`config.mk`:
```
export PLATFORM = sky130hd
export DESIGN_NAME = sched_dispatch_ctrl
export DESIGN_NICKNAME = d
export VERILOG_FILES = /design/src/rtl/sdc_pkg.sv /design/src/rtl/sdc_status.sv /design/src/rtl/sdc_age_pick.sv /design/src/rtl/sdc_inflight.sv /design/src/rtl/sched_dispatch_ctrl.sv
export SDC_FILE = /design/constraint.sdc
export NUM_CORES = 1
export LEC_CHECK = 0
export BUFFER_PORTS_ARGS = -buffer_cell sky130_fd_sc_hd__buf_4
export CORE_MARGIN = 8
export CORE_UTILIZATION = 35
export CTS_CLUSTER_DIAMETER = 200
export CTS_CLUSTER_SIZE = 12
export DETAILED_ROUTE_END_ITERATION = 16
export PLACE_DENSITY = 0.55
export SLEW_MARGIN = 20
export SYNTH_ARGS = -nofsm -noshare
export SYNTH_HDL_FRONTEND = slang
export SYNTH_SLANG_ARGS = --single-unit
```
`constraint.sdc`:
```
create_clock -name clk_i -period 6.8 [get_ports clk_i]
set_input_delay 0.68 -clock clk_i [delete_from_list [all_inputs] [get_ports clk_i]]
set_output_delay 0.68 -clock clk_i [all_outputs]
set_load 0.01 [all_outputs]
```
`src/rtl/sdc_pkg.sv`:
```
package sdc_pkg;
  typedef enum logic [2:0] {
    ST_GO        = 3'd0,
    ST_LQ_FULL   = 3'd1,
    ST_SQ_FULL   = 3'd2,
    ST_BUF_FULL  = 3'd3,
    ST_GRP_STALL = 3'd4
  } sdc_status_e;
endpackage

```
`src/rtl/sdc_status.sv`:
```
module sdc_status
  import sdc_pkg::*;
(
  input  logic       buf_full_i,
  input  logic       grp_busy_i,
  input  logic       is_load_i,
  input  logic       is_store_i,
  input  logic       lq_full_i,
  input  logic       sq_full_i,
  output logic [2:0] code_o
);
  sdc_status_e code;
  always_comb begin
    // scheduler-side conditions dominate queue conditions
    if (buf_full_i)                   code = ST_BUF_FULL;
    else if (grp_busy_i)              code = ST_GRP_STALL;
    else if (is_load_i && lq_full_i)  code = ST_LQ_FULL;
    else if (is_store_i && sq_full_i) code = ST_SQ_FULL;
    else                              code = ST_GO;
  end
  assign code_o = code;
endmodule

```
`src/rtl/sdc_age_pick.sv`:
```
module sdc_age_pick #(
  parameter int unsigned N = 4
) (
  input  logic [N-1:0]        elig_i,
  input  logic [N-1:0][N-1:0] older_i,  // older_i[j][i]: j dispatched before i
  output logic [N-1:0]        grant_o
);
  always_comb begin
    for (int i = 0; i < N; i++) begin
      logic blocked;
      blocked = 1'b0;
      for (int j = 0; j < N; j++)
        if (j != i && elig_i[j] && older_i[j][i]) blocked = 1'b1;
      grant_o[i] = elig_i[i] && !blocked;
    end
  end
endmodule

```
`src/rtl/sdc_inflight.sv`:
```
module sdc_inflight #(
  parameter int unsigned TAG_W = 4,
  localparam int unsigned NT = 1 << TAG_W
) (
  input  logic             clk_i,
  input  logic             rst_ni,
  input  logic [NT-1:0]    set_i,
  input  logic [NT-1:0]    direct_i,
  input  logic             done_vld_i,
  input  logic [TAG_W-1:0] done_tag_i,
  output logic [NT-1:0]    notify_o
);
  logic [NT-1:0] pend_q;
  logic [NT-1:0] done_hot;

  always_comb begin
    done_hot = '0;
    if (done_vld_i) done_hot[done_tag_i] = 1'b1;
  end

  assign notify_o = direct_i | (done_hot & pend_q);

  always_ff @(posedge clk_i or negedge rst_ni) begin
    if (!rst_ni) pend_q <= '0;
    else         pend_q <= (pend_q & ~done_hot) | set_i;
  end

  AST_DONE_NOTIFIES: assert property (@(posedge clk_i) disable iff (!rst_ni)
    (done_vld_i && pend_q[done_tag_i]) |-> notify_o[done_tag_i]);
  AST_DONE_ONCE: assert property (@(posedge clk_i) disable iff (!rst_ni)
    (done_vld_i && pend_q[done_tag_i] && !set_i[done_tag_i]) |=> !pend_q[$past(done_tag_i)]);
endmodule

```
`src/rtl/sched_dispatch_ctrl.sv`:
```
module sched_dispatch_ctrl
  import sdc_pkg::*;
#(
  parameter int unsigned DEPTH = 4,
  parameter int unsigned TAG_W = 4,
  localparam int unsigned NT    = 1 << TAG_W,
  localparam int unsigned IDX_W = (DEPTH > 1) ? $clog2(DEPTH) : 1,
  localparam int unsigned CNT_W = $clog2(DEPTH + 1)
) (
  input  logic             clk_i,
  input  logic             rst_ni,
  input  logic             disp_valid_i,
  input  logic [TAG_W-1:0] disp_tag_i,
  input  logic             disp_load_i,
  input  logic             disp_store_i,
  input  logic             disp_zero_lat_i,
  input  logic             disp_inorder_i,
  input  logic             grp_busy_i,
  input  logic             lq_full_i,
  input  logic             sq_full_i,
  output logic [2:0]       status_o,
  input  logic [NT-1:0]    opnd_rdy_i,
  input  logic [NT-1:0]    mem_ok_i,
  output logic             imm_valid_o,
  output logic [TAG_W-1:0] imm_tag_o,
  output logic             iss_valid_o,
  output logic [TAG_W-1:0] iss_tag_o,
  input  logic             exec_done_valid_i,
  input  logic [TAG_W-1:0] exec_done_tag_i,
  output logic [NT-1:0]    lsu_done_o
);
  logic [DEPTH-1:0]             v_q, rdy_q, mem_q, zl_q;
  logic [DEPTH-1:0][TAG_W-1:0]  tag_q;
  logic [DEPTH-1:0][DEPTH-1:0]  older_q;
  logic [DEPTH-1:0]             wake, elig, grant;
  logic [CNT_W-1:0]             cnt;
  logic                         buf_full;
  logic [IDX_W-1:0]             iss_idx, free_idx;
  logic                         disp_mem, disp_rdy, accept, imm, alloc;
  logic [NT-1:0]                set_vec, direct_vec;
  logic                         past_ok_q;

  // promotion is combinational so a woken entry competes in the same cycle
  always_comb begin
    for (int i = 0; i < DEPTH; i++) begin
      wake[i] = opnd_rdy_i[tag_q[i]] && (!mem_q[i] || mem_ok_i[tag_q[i]]);
      elig[i] = v_q[i] && (rdy_q[i] || wake[i]);
    end
  end

  sdc_age_pick #(.N(DEPTH)) u_pick (
    .elig_i  (elig),
    .older_i (older_q),
    .grant_o (grant)
  );

  always_comb begin
    cnt      = '0;
    iss_idx  = '0;
    free_idx = '0;
    for (int i = 0; i < DEPTH; i++) begin
      cnt = cnt + CNT_W'(v_q[i]);
      if (grant[i]) iss_idx = IDX_W'(i);
    end
    for (int i = DEPTH - 1; i >= 0; i--)
      if (!v_q[i]) free_idx = IDX_W'(i);
  end

  assign buf_full    = (cnt == CNT_W'(DEPTH));
  assign iss_valid_o = |grant;
  assign iss_tag_o   = tag_q[iss_idx];

  sdc_status u_status (
    .buf_full_i (buf_full),
    .grp_busy_i (grp_busy_i),
    .is_load_i  (disp_load_i),
    .is_store_i (disp_store_i),
    .lq_full_i  (lq_full_i),
    .sq_full_i  (sq_full_i),
    .code_o     (status_o)
  );

  assign disp_mem    = disp_load_i || disp_store_i;
  assign disp_rdy    = opnd_rdy_i[disp_tag_i] && (!disp_mem || mem_ok_i[disp_tag_i]);
  assign accept      = disp_valid_i && (status_o == ST_GO);
  assign imm         = accept && disp_rdy && (disp_zero_lat_i || disp_inorder_i);
  assign alloc       = accept && !imm;
  assign imm_valid_o = imm;
  assign imm_tag_o   = disp_tag_i;

  always_ff @(posedge clk_i or negedge rst_ni) begin
    if (!rst_ni) begin
      v_q     <= '0;
      rdy_q   <= '0;
      mem_q   <= '0;
      zl_q    <= '0;
      tag_q   <= '0;
      older_q <= '0;
    end else begin
      for (int i = 0; i < DEPTH; i++) begin
        if (alloc && free_idx == IDX_W'(i)) begin
          v_q[i]   <= 1'b1;
          rdy_q[i] <= disp_rdy;
          mem_q[i] <= disp_mem;
          zl_q[i]  <= disp_zero_lat_i;
          tag_q[i] <= disp_tag_i;
          for (int j = 0; j < DEPTH; j++) begin
            older_q[j][i] <= v_q[j] && !grant[j];
            older_q[i][j] <= 1'b0;
          end
        end else if (grant[i]) begin
          v_q[i]   <= 1'b0;
          rdy_q[i] <= 1'b0;
        end else if (elig[i]) begin
          rdy_q[i] <= 1'b1;
        end
      end
    end
  end

  // load/store unit notification sources
  always_comb begin
    set_vec    = '0;
    direct_vec = '0;
    if (imm && disp_mem) begin
      if (disp_zero_lat_i) direct_vec[disp_tag_i] = 1'b1;
      else                 set_vec[disp_tag_i]    = 1'b1;
    end
    if (iss_valid_o && mem_q[iss_idx]) begin
      if (zl_q[iss_idx]) direct_vec[iss_tag_o] = 1'b1;
      else               set_vec[iss_tag_o]    = 1'b1;
    end
  end

  sdc_inflight #(.TAG_W(TAG_W)) u_inflight (
    .clk_i      (clk_i),
    .rst_ni     (rst_ni),
    .set_i      (set_vec),
    .direct_i   (direct_vec),
    .done_vld_i (exec_done_valid_i),
    .done_tag_i (exec_done_tag_i),
    .notify_o   (lsu_done_o)
  );

  always_ff @(posedge clk_i or negedge rst_ni) begin
    if (!rst_ni) past_ok_q <= 1'b0;
    else         past_ok_q <= 1'b1;
  end

  AST_BUF_FULL_WINS: assert property (@(posedge clk_i) disable iff (!rst_ni)
    (v_q == '1) |-> (status_o == ST_BUF_FULL));
  AST_GRP_OVER_QUEUE: assert property (@(posedge clk_i) disable iff (!rst_ni)
    (v_q != '1 && grp_busy_i) |-> (status_o == ST_GRP_STALL));
  AST_TAKE_ONLY_GO: assert property (@(posedge clk_i) disable iff (!rst_ni)
    imm_valid_o |-> (status_o == ST_GO && disp_valid_i));
  AST_SLOT_ACCOUNT: assert property (@(posedge clk_i) disable iff (!rst_ni)
    past_ok_q |-> (int'($countones(v_q)) == int'($past($countones(v_q)))
                   + int'($past(alloc)) - int'($past(iss_valid_o))));
  AST_ONE_GRANT: assert property (@(posedge clk_i) disable iff (!rst_ni)
    $onehot0(grant));
  AST_GRANT_HELD: assert property (@(posedge clk_i) disable iff (!rst_ni)
    iss_valid_o |-> v_q[iss_idx]);
  AST_BYPASS_NO_SLOT: assert property (@(posedge clk_i) disable iff (!rst_ni)
    (imm_valid_o && !iss_valid_o) |=> ($countones(v_q) == $past($countones(v_q))));
endmodule

```
==> metrics.txt, run 1 <==
Mapped Nets 557; CP Cell Sequence mux4_2, mux2i_1, a2111oi_1, or3_1, o2111ai_1, and2_1, nor3b_1, a211o_1, or2_1, o221ai_2, buf_4; pwr dens 375 nW/µm²; Remaining DRCs 0; fin nets 615; multi-input logic area 3230 µm²; final WL 17000 µm; vias in the first global route 4738; Critical Path RT 6.12 ns; RSZ-0062 raised after global routing no; period utilization 81.7%; status complete, no violations; max_slew headroom 34.8%; Max Slew Vio Count 0; initial core utilization 35.9%; sequential area share after synthesis 30.0%; full die area 18400 µm²; Yosys warnings 0; endpoints failing hold 0; register area 1500 µm²; Reg clk slew, reported paths 0.05 ns; Hold Crit Class in2async; total internal power 1.29 mW; Worst R2R End u_inflight.pend_q[13]; Total Power 2.24 mW; CTS resizes 0; Peak Freq 0.180 GHz; Worst Path Buf+Inv 1; Clock Path Buffers 2; Vias/cell 6.20; DRT iter0 DRCs 499; FF-to-FF setup slack 2.33 ns; io pins 80; drt wl/cell 22.8 µm; Layout area overhead 19.3%; port bufs 79; CP Capture Type primary output; Clk pwr share 22.0%; logic gate share of total power 47.8%; H-Tree Depth 3; Die Wd 136 µm; pin count of the biggest net entering global routing 61; # rows 43; Hold-fix buffers, CTS 0; Setup violations, final 0; Post-DRT Antenna Nets 0; Net Switching 0.953 mW; Slowest cell on crit path a2111oi_1; asr flop ratio synth 100%; CTS tree yes; Syn Inst Count 502; die height 136 µm; prevailing post-synth register cell dfrtp_1; clk root buf clkbuf_16; crit-path leading delay family compound AO/OA/AOI/OAI gates; vias 4620; first-pass iteration count of the detailed router 5; aggregate global-route resource usage 18.8%; Netlist cell types 64; Sinks on Clock Net 60; DP HPWL 12600 µm; switch share 42.6%; remaining global-route overflow 0; sequential share of power 30.1%; Seq cells post-synth 60; Netlist Area Pre-Place 5000 µm²; Setup CP Type reg2out; CTS buffer count 9; EDFF count, synth 0; crit path DAT 4.87 ns; antenna violations before repair 0; post-synthesis area per instance 9.97 µm²; CP max FO 12; Core Footprint 13900 µm²; clk_skew 0.00734 ns; actual transition at the worst max-transition pin 0.976 ns; setup_tns 0 ns; max_cap viols 0; post-layout min period 5.55 ns; worst r2r src tag_q[8]; Worst-Skew Late Latency 0.34 ns; first-pass GRT wire length 26400 µm; Max VDD drop 0.205 mV; Lkg Pwr 2.50 nW; CP Launch Type register; reg2reg path depth 10; postcts setup bufs 0; n_diodes 0; gp weighted congestion 0.900; layout cells sized above 1 30.4%; CP max stage delay 0.82 ns; Fillers 1354
## cell families (layout without fill, tap and decap cells)
logic type / after synthesis / after routing / share of synthesized area (%)
buf+inv: 56 / 119 / 5.48
compound gates: 107 / 107 / 18.2
mux: 81 / 81 / 25.4
simple gates: 194 / 194 / 19.8
fa+ha+maj: 4 / 4 / 1.15
flops: 60 / 60 / 30.0
## state kept, by name (all words and copies together) (netlist names)
name,count
v_q,4
rdy_q,4
older_q,12
zl_q,4
u_inflight.pend_q,16
tag_q,16
mem_q,4
## through the flow
step                      cells  hold WS, ns  util [%]  cell area, µm²  setup slack [ns]
after global placement      729        0.472      40.5            5650              1.74
after CTS                   745        0.461      42.8            5970              1.33
after detailed placement    729        0.477      40.5            5650              1.70
final                       745        0.442      42.8            5970              1.25
after global routing        745        0.487      42.8            5970             0.965
after floorplan             502        0.384         -            5000              2.77
## power groups by stage
stage                     Sequential (mW)  Clock (mW)  Combinational [mW]
after global routing                0.694       0.522                1.16
after CTS                           0.671       0.504                1.07
after detailed placement            0.677           0                1.06
after global placement              0.670           0                1.05
final                               0.675       0.494                1.07
after floorplan                     0.545           0               0.849
## per-layer routing
metal	wire [µm]	GRT usage, %	up-vias	share of wire (%)
li1	-	-	2053	-
met1	7190	23.4	2281	42
met2	7880	29.7	241	46
met3	1290	4.86	45	7.6
met4	631	8.70	0	3.7
met5	0	0	-	0
## worst max-delay path by stage
stage / from / endpoint / slack, ns / cells after the start
3_5_place_dp: mem_ok_i[14] / lsu_done_o[13] / 1.70 / 12
6_report: tag_q[8] / lsu_done_o[13] / 1.25 / 11
3_3_place_gp: mem_ok_i[15] / lsu_done_o[1] / 1.74 / 12
5_1_grt: tag_q[8] / lsu_done_o[1] / 0.96 / 11
2_1_floorplan: opnd_rdy_i[9] / lsu_done_o[12] / 2.77 / 12
4_1_cts: tag_q[8] / lsu_done_o[13] / 1.33 / 11
## cell usage after synthesis, types with 3 or more instances
master	instances	area [µm²]
nand2b_1	13	81.3
o21ai_0	19	95.1
a21oi_1	7	35.0
and3_1	5	31.3
clkbuf_1	11	41.3
nand2_1	68	255
o221ai_2	6	90.1
o31ai_1	5	37.5
o22ai_1	5	31.3
nand3b_1	3	22.5
nor4b_1	5	43.8
o41ai_1	8	70.1
inv_1	21	78.8
nor3b_1	11	82.6
mux2i_1	19	190
buf_6	3	33.8
a221o_1	6	60.1
buf_2	12	60.1
nand4_1	3	18.8
o221ai_1	18	158
dfrtp_1	60	1500
nor4_1	3	18.8
mux2_1	7	78.8
nor2_1	27	101
o311ai_1	3	26.3
buf_4	7	52.6
ha_1	3	37.5
a21o_1	3	22.5
nor2b_1	16	100
and2_1	5	31.3
nand3_1	21	105
or2_2	3	18.8
mux4_2	34	766
mux2_2	21	236
a2111oi_0	3	26.3
## final cells by class
type	count	area share [%]
multi-input cells	386	54.1
flip-flops and latches	60	25.2
repair buffers	81	10.2
clock buffers	12	4.13
well taps	180	3.77
inverters	22	1.38
clock inverters	4	1.22
## cells in the final DEF (no fill, tap or decap), drive strengths merged, types with 8 or more instances in the layout
cell / n
nor2: 28
nand2b: 13
dfrtp: 60
nor2b: 16
o221ai: 24
mux4: 34
mux2: 28
nand3: 21
o41ai: 8
buf: 81
clkbuf: 12
nor3b: 12
mux2i: 19
o21ai: 21
nand2: 68
inv: 22
## worst reg2reg max path: cells and delay by family, from the launching register on
| kind | cells | cell delay (ns) |
|---|---|---|
| AND/OR/NAND/NOR | 4 | 1.27 |
| multiplexers | 2 | 0.49 |
| flip-flops | 1 | 0.71 |
| AO/OA/AOI/OAI | 4 | 1.91 |
No activity file was read; power rests on OpenSTA's default activity.
==> inputs of run 2 (changes only) <==
Settings changed: PLACE_DENSITY 0.55 to 0.57.
Clock period 6.8 ns to 4.6 ns, I/O delays scaled along.
==> metrics.txt, run 2 (same netlist as run 1, synthesis figures left out) <==
status complete, no violations; pwr dens 548 nW/µm²; remaining global-route overflow 0; vias in the first global route 4749; first-pass GRT wire length 27200 µm; full die area 18400 µm²; Remaining DRCs 0; layout cells sized above 1 40.4%; Layout area overhead 27.3%; antenna violations before repair 0; clk root buf clkbuf_16; Clock Path Buffers 2; Setup CP Type reg2out; pin count of the biggest net entering global routing 61; worst r2r src v_q[3]; gp weighted congestion 0.935; H-Tree Depth 3; drt wl/cell 22.3 µm; Worst R2R End u_inflight.pend_q[7]; CTS buffer count 9; Lkg Pwr 2.69 nW; io pins 80; reg2reg path depth 12; initial core utilization 35.9%; endpoints failing hold 0; Max Slew Vio Count 0; crit path DAT 4.04 ns; setup_tns 0 ns; Core Footprint 13900 µm²; period utilization 97.9%; DRT iter0 DRCs 348; Die Wd 136 µm; Peak Freq 0.222 GHz; CP Launch Type register; Hold Crit Class in2async; FF-to-FF setup slack 0.94 ns; Setup violations, final 0; most frequent cells in the layout buf_4, nand2_1, dfrtp_1, mux4_2, nor2_1; Reg clk slew, reported paths 0.06 ns; Post-DRT Antenna Nets 0; first-pass iteration count of the detailed router 5; worst setup path start tag_q[4]; Max VDD drop 0.346 mV; CTS tree yes; Regs by FF count tag_q: 16 flops, u_inflight.pend_q: 16 flops, older_q: 12 flops; max_cap viols 0; vias 4723; Critical Path RT 4.14 ns; aggregate global-route resource usage 18.9%; CP Capture Type primary output; Fillers 1300; n_diodes 0; Vias/cell 6.06; actual transition at the worst max-transition pin 0.959 ns; port bufs 79; max_slew headroom 35.9%; DP HPWL 13000 µm; Total Power 3.49 mW; # rows 43; final WL 17400 µm; fin nets 649; CP max FO 6; Sinks on Clock Net 60; clk_skew 0.00674 ns; most common library cell in the layout ignoring fill and taps buf_4; die height 136 µm; Worst-Skew Late Latency 0.33 ns; post-layout min period 4.50 ns
run 2: changes by cell type in the layout (fill, tap and decap cells not counted), moves of 5 or more:
cell     change
mux2i_1      -5
buf_4       +29
dfrtp_2      +8
dfrtp_1      -8
run 2: timing repair:
item	in CTS	in global routing
setup endpoints to repair	16	16
pin swaps	0	5
hold buffers	0	0
gates resized for setup	10	33
setup buffers	1	12
run 2: critical path, stage by stage, from the launching register on:
cell	delay (ns)
dfrtp_2	0.38
buf_12	0.13
mux4_2	0.52
nor2b_2	0.19
nor4b_2	0.10
or4_4	0.55
o2111ai_4	0.18
buf_4	0.21
nor3b_4	0.22
o21ai_0	0.11
a221o_1	0.39
nand2b_2	0.27
o221ai_1	0.29
buf_4	0.18
run 2: report_power, final:
part / total, mW / leakage (nW) / internal [mW] / switching [mW]
Clock: 0.614 / 0.135 / 0.375 / 0.239
Sequential: 0.951 / 0.780 / 0.709 / 0.241
Combinational: 1.93 / 1.77 / 0.932 / 0.997
Total: 3.49 / 2.69 / 2.02 / 1.48
run 2: final cells by class:
cell class	count	area (µm²)	area share, %
Clock buffer	11	243	3.81
Inverter	22	82.6	1.30
Tap cell	180	225	3.53
Clock inverter	5	27.5	0.432
Sequential cell	60	1510	23.7
Timing Repair Buffer	115	887	13.9
Multi-Input combinational cell	386	3390	53.3
run 2: per-stage QoR:
stage	instances	cell area [µm²]	util, %	hold WS (ns)	setup slack, ns
final	779	6370	45.7	0.230	0.0983
after global routing	779	6370	45.7	0.303	-0.0301
after CTS	767	6120	43.9	0.265	0.0103
after detailed placement	750	5800	41.6	0.473	0.123
after global placement	750	5800	41.6	0.466	0.191
after floorplan	502	5000	-	0.164	0.855
run 2: worst max-delay path by stage:
stage / end / slack [ns] / cells after the start
floorplan: lsu_done_o[1] / 0.85 / 13
global placement: lsu_done_o[0] / 0.19 / 11
detailed placement: lsu_done_o[10] / 0.12 / 11
CTS: lsu_done_o[0] / 0.01 / 12
global route: lsu_done_o[4] / -0.03 / 13
finish: lsu_done_o[4] / 0.1 / 13
run 2: per-layer routing:
layer  track usage, %  vias up  routed length [µm]
met1             24.1     2338                7230
li1                 -     2127                   -
met5                0        -                   0
met2             30.3      227                8320
met3             4.97       31                1450
met4             6.60        0                 410
==> inputs of run 3 (changes only) <==
Settings changed: CORE_UTILIZATION 35 to 50, PLACE_DENSITY 0.57 to 0.76.
==> metrics.txt, run 3 (same netlist as run 1, synthesis figures left out) <==
status complete, no violations; Die Wd 116 µm; most frequent cells in the layout buf_4, nand2_1, dfrtp_1, mux4_2, nor2_1; Core Footprint 9730 µm²; crit path DAT 4.04 ns; DP HPWL 12200 µm; FF-to-FF setup slack 0.87 ns; sequential share of power 28.4%; CTS tree yes; Post-DRT Antenna Nets 0; initial core utilization 51.4%; clk_skew 0.0112 ns; drt wl/cell 22.4 µm; Placed Cells 697; vias in the first global route 4786; switch share 42.7%; actual transition at the worst max-transition pin 0.791 ns; CTS buffer count 9; pwr dens 543 nW/µm²; first-pass GRT wire length 25400 µm; layout cells sized above 1 39.0%; CP max stage delay 0.64 ns; total internal power 1.93 mW; endpoints failing hold 0; full die area 13500 µm²; crit-path leading delay family compound AO/OA/AOI/OAI gates; Worst R2R End u_inflight.pend_q[15]; final WL 16400 µm; logic gate share of total power 55.7%; Remaining DRCs 0; die height 116 µm; Setup violations, final 0; Net Switching 1.44 mW; n_diodes 0; post-route insts no fill 733; io pins 80; Clock Path Buffers 2; pin count of the biggest net entering global routing 61; Hold-fix buffers, CTS 0; Sinks on Clock Net 60; post-layout min period 4.50 ns; DRT iter0 DRCs 449; Max Slew Vio Count 0; multi-input logic area 3340 µm²; Hold Crit Class in2async; CP Cell Sequence mux2i_1, mux4_2, a2111oi_4, or3_1, o2111ai_1, and2_2, nor3b_1, a211o_2, and2_1, a221o_1, buf_4; Reg clk slew, reported paths 0.07 ns; remaining global-route overflow 0; # rows 36; Clk pwr share 15.9%; H-Tree Depth 3; vias 4860; max_slew headroom 45.9%; Lkg Pwr 2.66 nW; Critical Path RT 4.14 ns; most common library cell in the layout ignoring fill and taps buf_4; Max VDD drop 0.424 mV; final hold slack 0.175 ns; aggregate global-route resource usage 24.4%; CP Capture Type primary output; Worst-Skew Late Latency 0.36 ns; worst r2r src tag_q[10]; reg2reg path depth 11; period utilization 97.9%; CP max FO 11; port bufs 79; CP Launch Type register; antenna violations before repair 0; Peak Freq 0.222 GHz; Regs by FF count tag_q: 16 flops, u_inflight.pend_q: 16 flops, older_q: 12 flops; Layout area overhead 24.0%; fin nets 650; first-pass iteration count of the detailed router 5; Setup CP Type reg2out; register area 1510 µm²; gp weighted congestion 0.965; Vias/cell 6.63; clk root buf clkbuf_8; Fillers 818; Total Power 3.37 mW; max_cap viols 0; Slowest cell on crit path dfrtp_1; Worst Path Buf+Inv 1
run 3: power groups by stage:
stage | Sequential (mW) | Clock, mW | Combinational (mW)
after floorplan | 0.806 | 0 | 1.26
after global placement | 0.951 | 0 | 1.62
after detailed placement | 0.959 | 0 | 1.65
after CTS | 0.950 | 0.537 | 1.69
after global routing | 0.982 | 0.563 | 2.01
final | 0.957 | 0.534 | 1.87
run 3: metrics by stage:
step	setup slack (ns)	setup TNS (ns)	area (µm²)	utilization [%]
after global placement	0.292	0	5700	58.6
after floorplan	0.855	0	5000	-
after CTS	0.0137	0	5960	61.3
after detailed placement	0.183	0	5700	58.6
final	0.0965	0	6200	63.7
after global routing	-0.0108	-0.0181	6200	63.7
run 3: how the worst max path moves through the flow:
stage          slack [ns]  startpoint  cells after the start        endpoint
4_1_cts              0.01   tag_q[14]                     12   lsu_done_o[1]
3_3_place_gp         0.29   tag_q[12]                     11   lsu_done_o[2]
2_1_floorplan        0.85    tag_q[0]                     13   lsu_done_o[1]
3_5_place_dp         0.18   tag_q[12]                     11   lsu_done_o[2]
6_report              0.1   tag_q[10]                     11   lsu_done_o[2]
5_1_grt             -0.01   tag_q[12]                     13  lsu_done_o[15]
run 3: area by class of cell:
cell class	count	area share, %
multi-input cells	386	53.9
clock buffers	10	2.06
flip-flops and latches	60	24.3
inverters	22	1.33
well taps	133	2.68
clock inverters	6	1.43
repair buffers	116	14.3
run 3: layer usage:
| metal | global-route usage, % | share of wire [%] | vias to the layer above |
|---|---|---|---|
| met4 | 13.1 | 4.1 | 0 |
| met2 | 39.1 | 48 | 332 |
| li1 | - | - | 2125 |
| met5 | 0 | 0 | - |
| met1 | 29.8 | 37 | 2346 |
| met3 | 5.84 | 11 | 57 |
run 3: worst reg2reg max path: cells and delay by family (launching register included):
| kind | cells | cell delay, ns |
|---|---|---|
| buffers and inverters | 1 | 0.18 |
| and+or+nand+nor | 4 | 0.97 |
| DFF | 1 | 0.64 |
| AOI/OAI and AO/OA | 4 | 1.16 |
| muxes | 2 | 0.70 |
run 3: what timing repair did:
item                       CTS  global route
resized for setup            6            28
gates cloned                 0             0
setup endpoints to repair   16            16
pin swaps                    1             4
buffers inserted             4            16
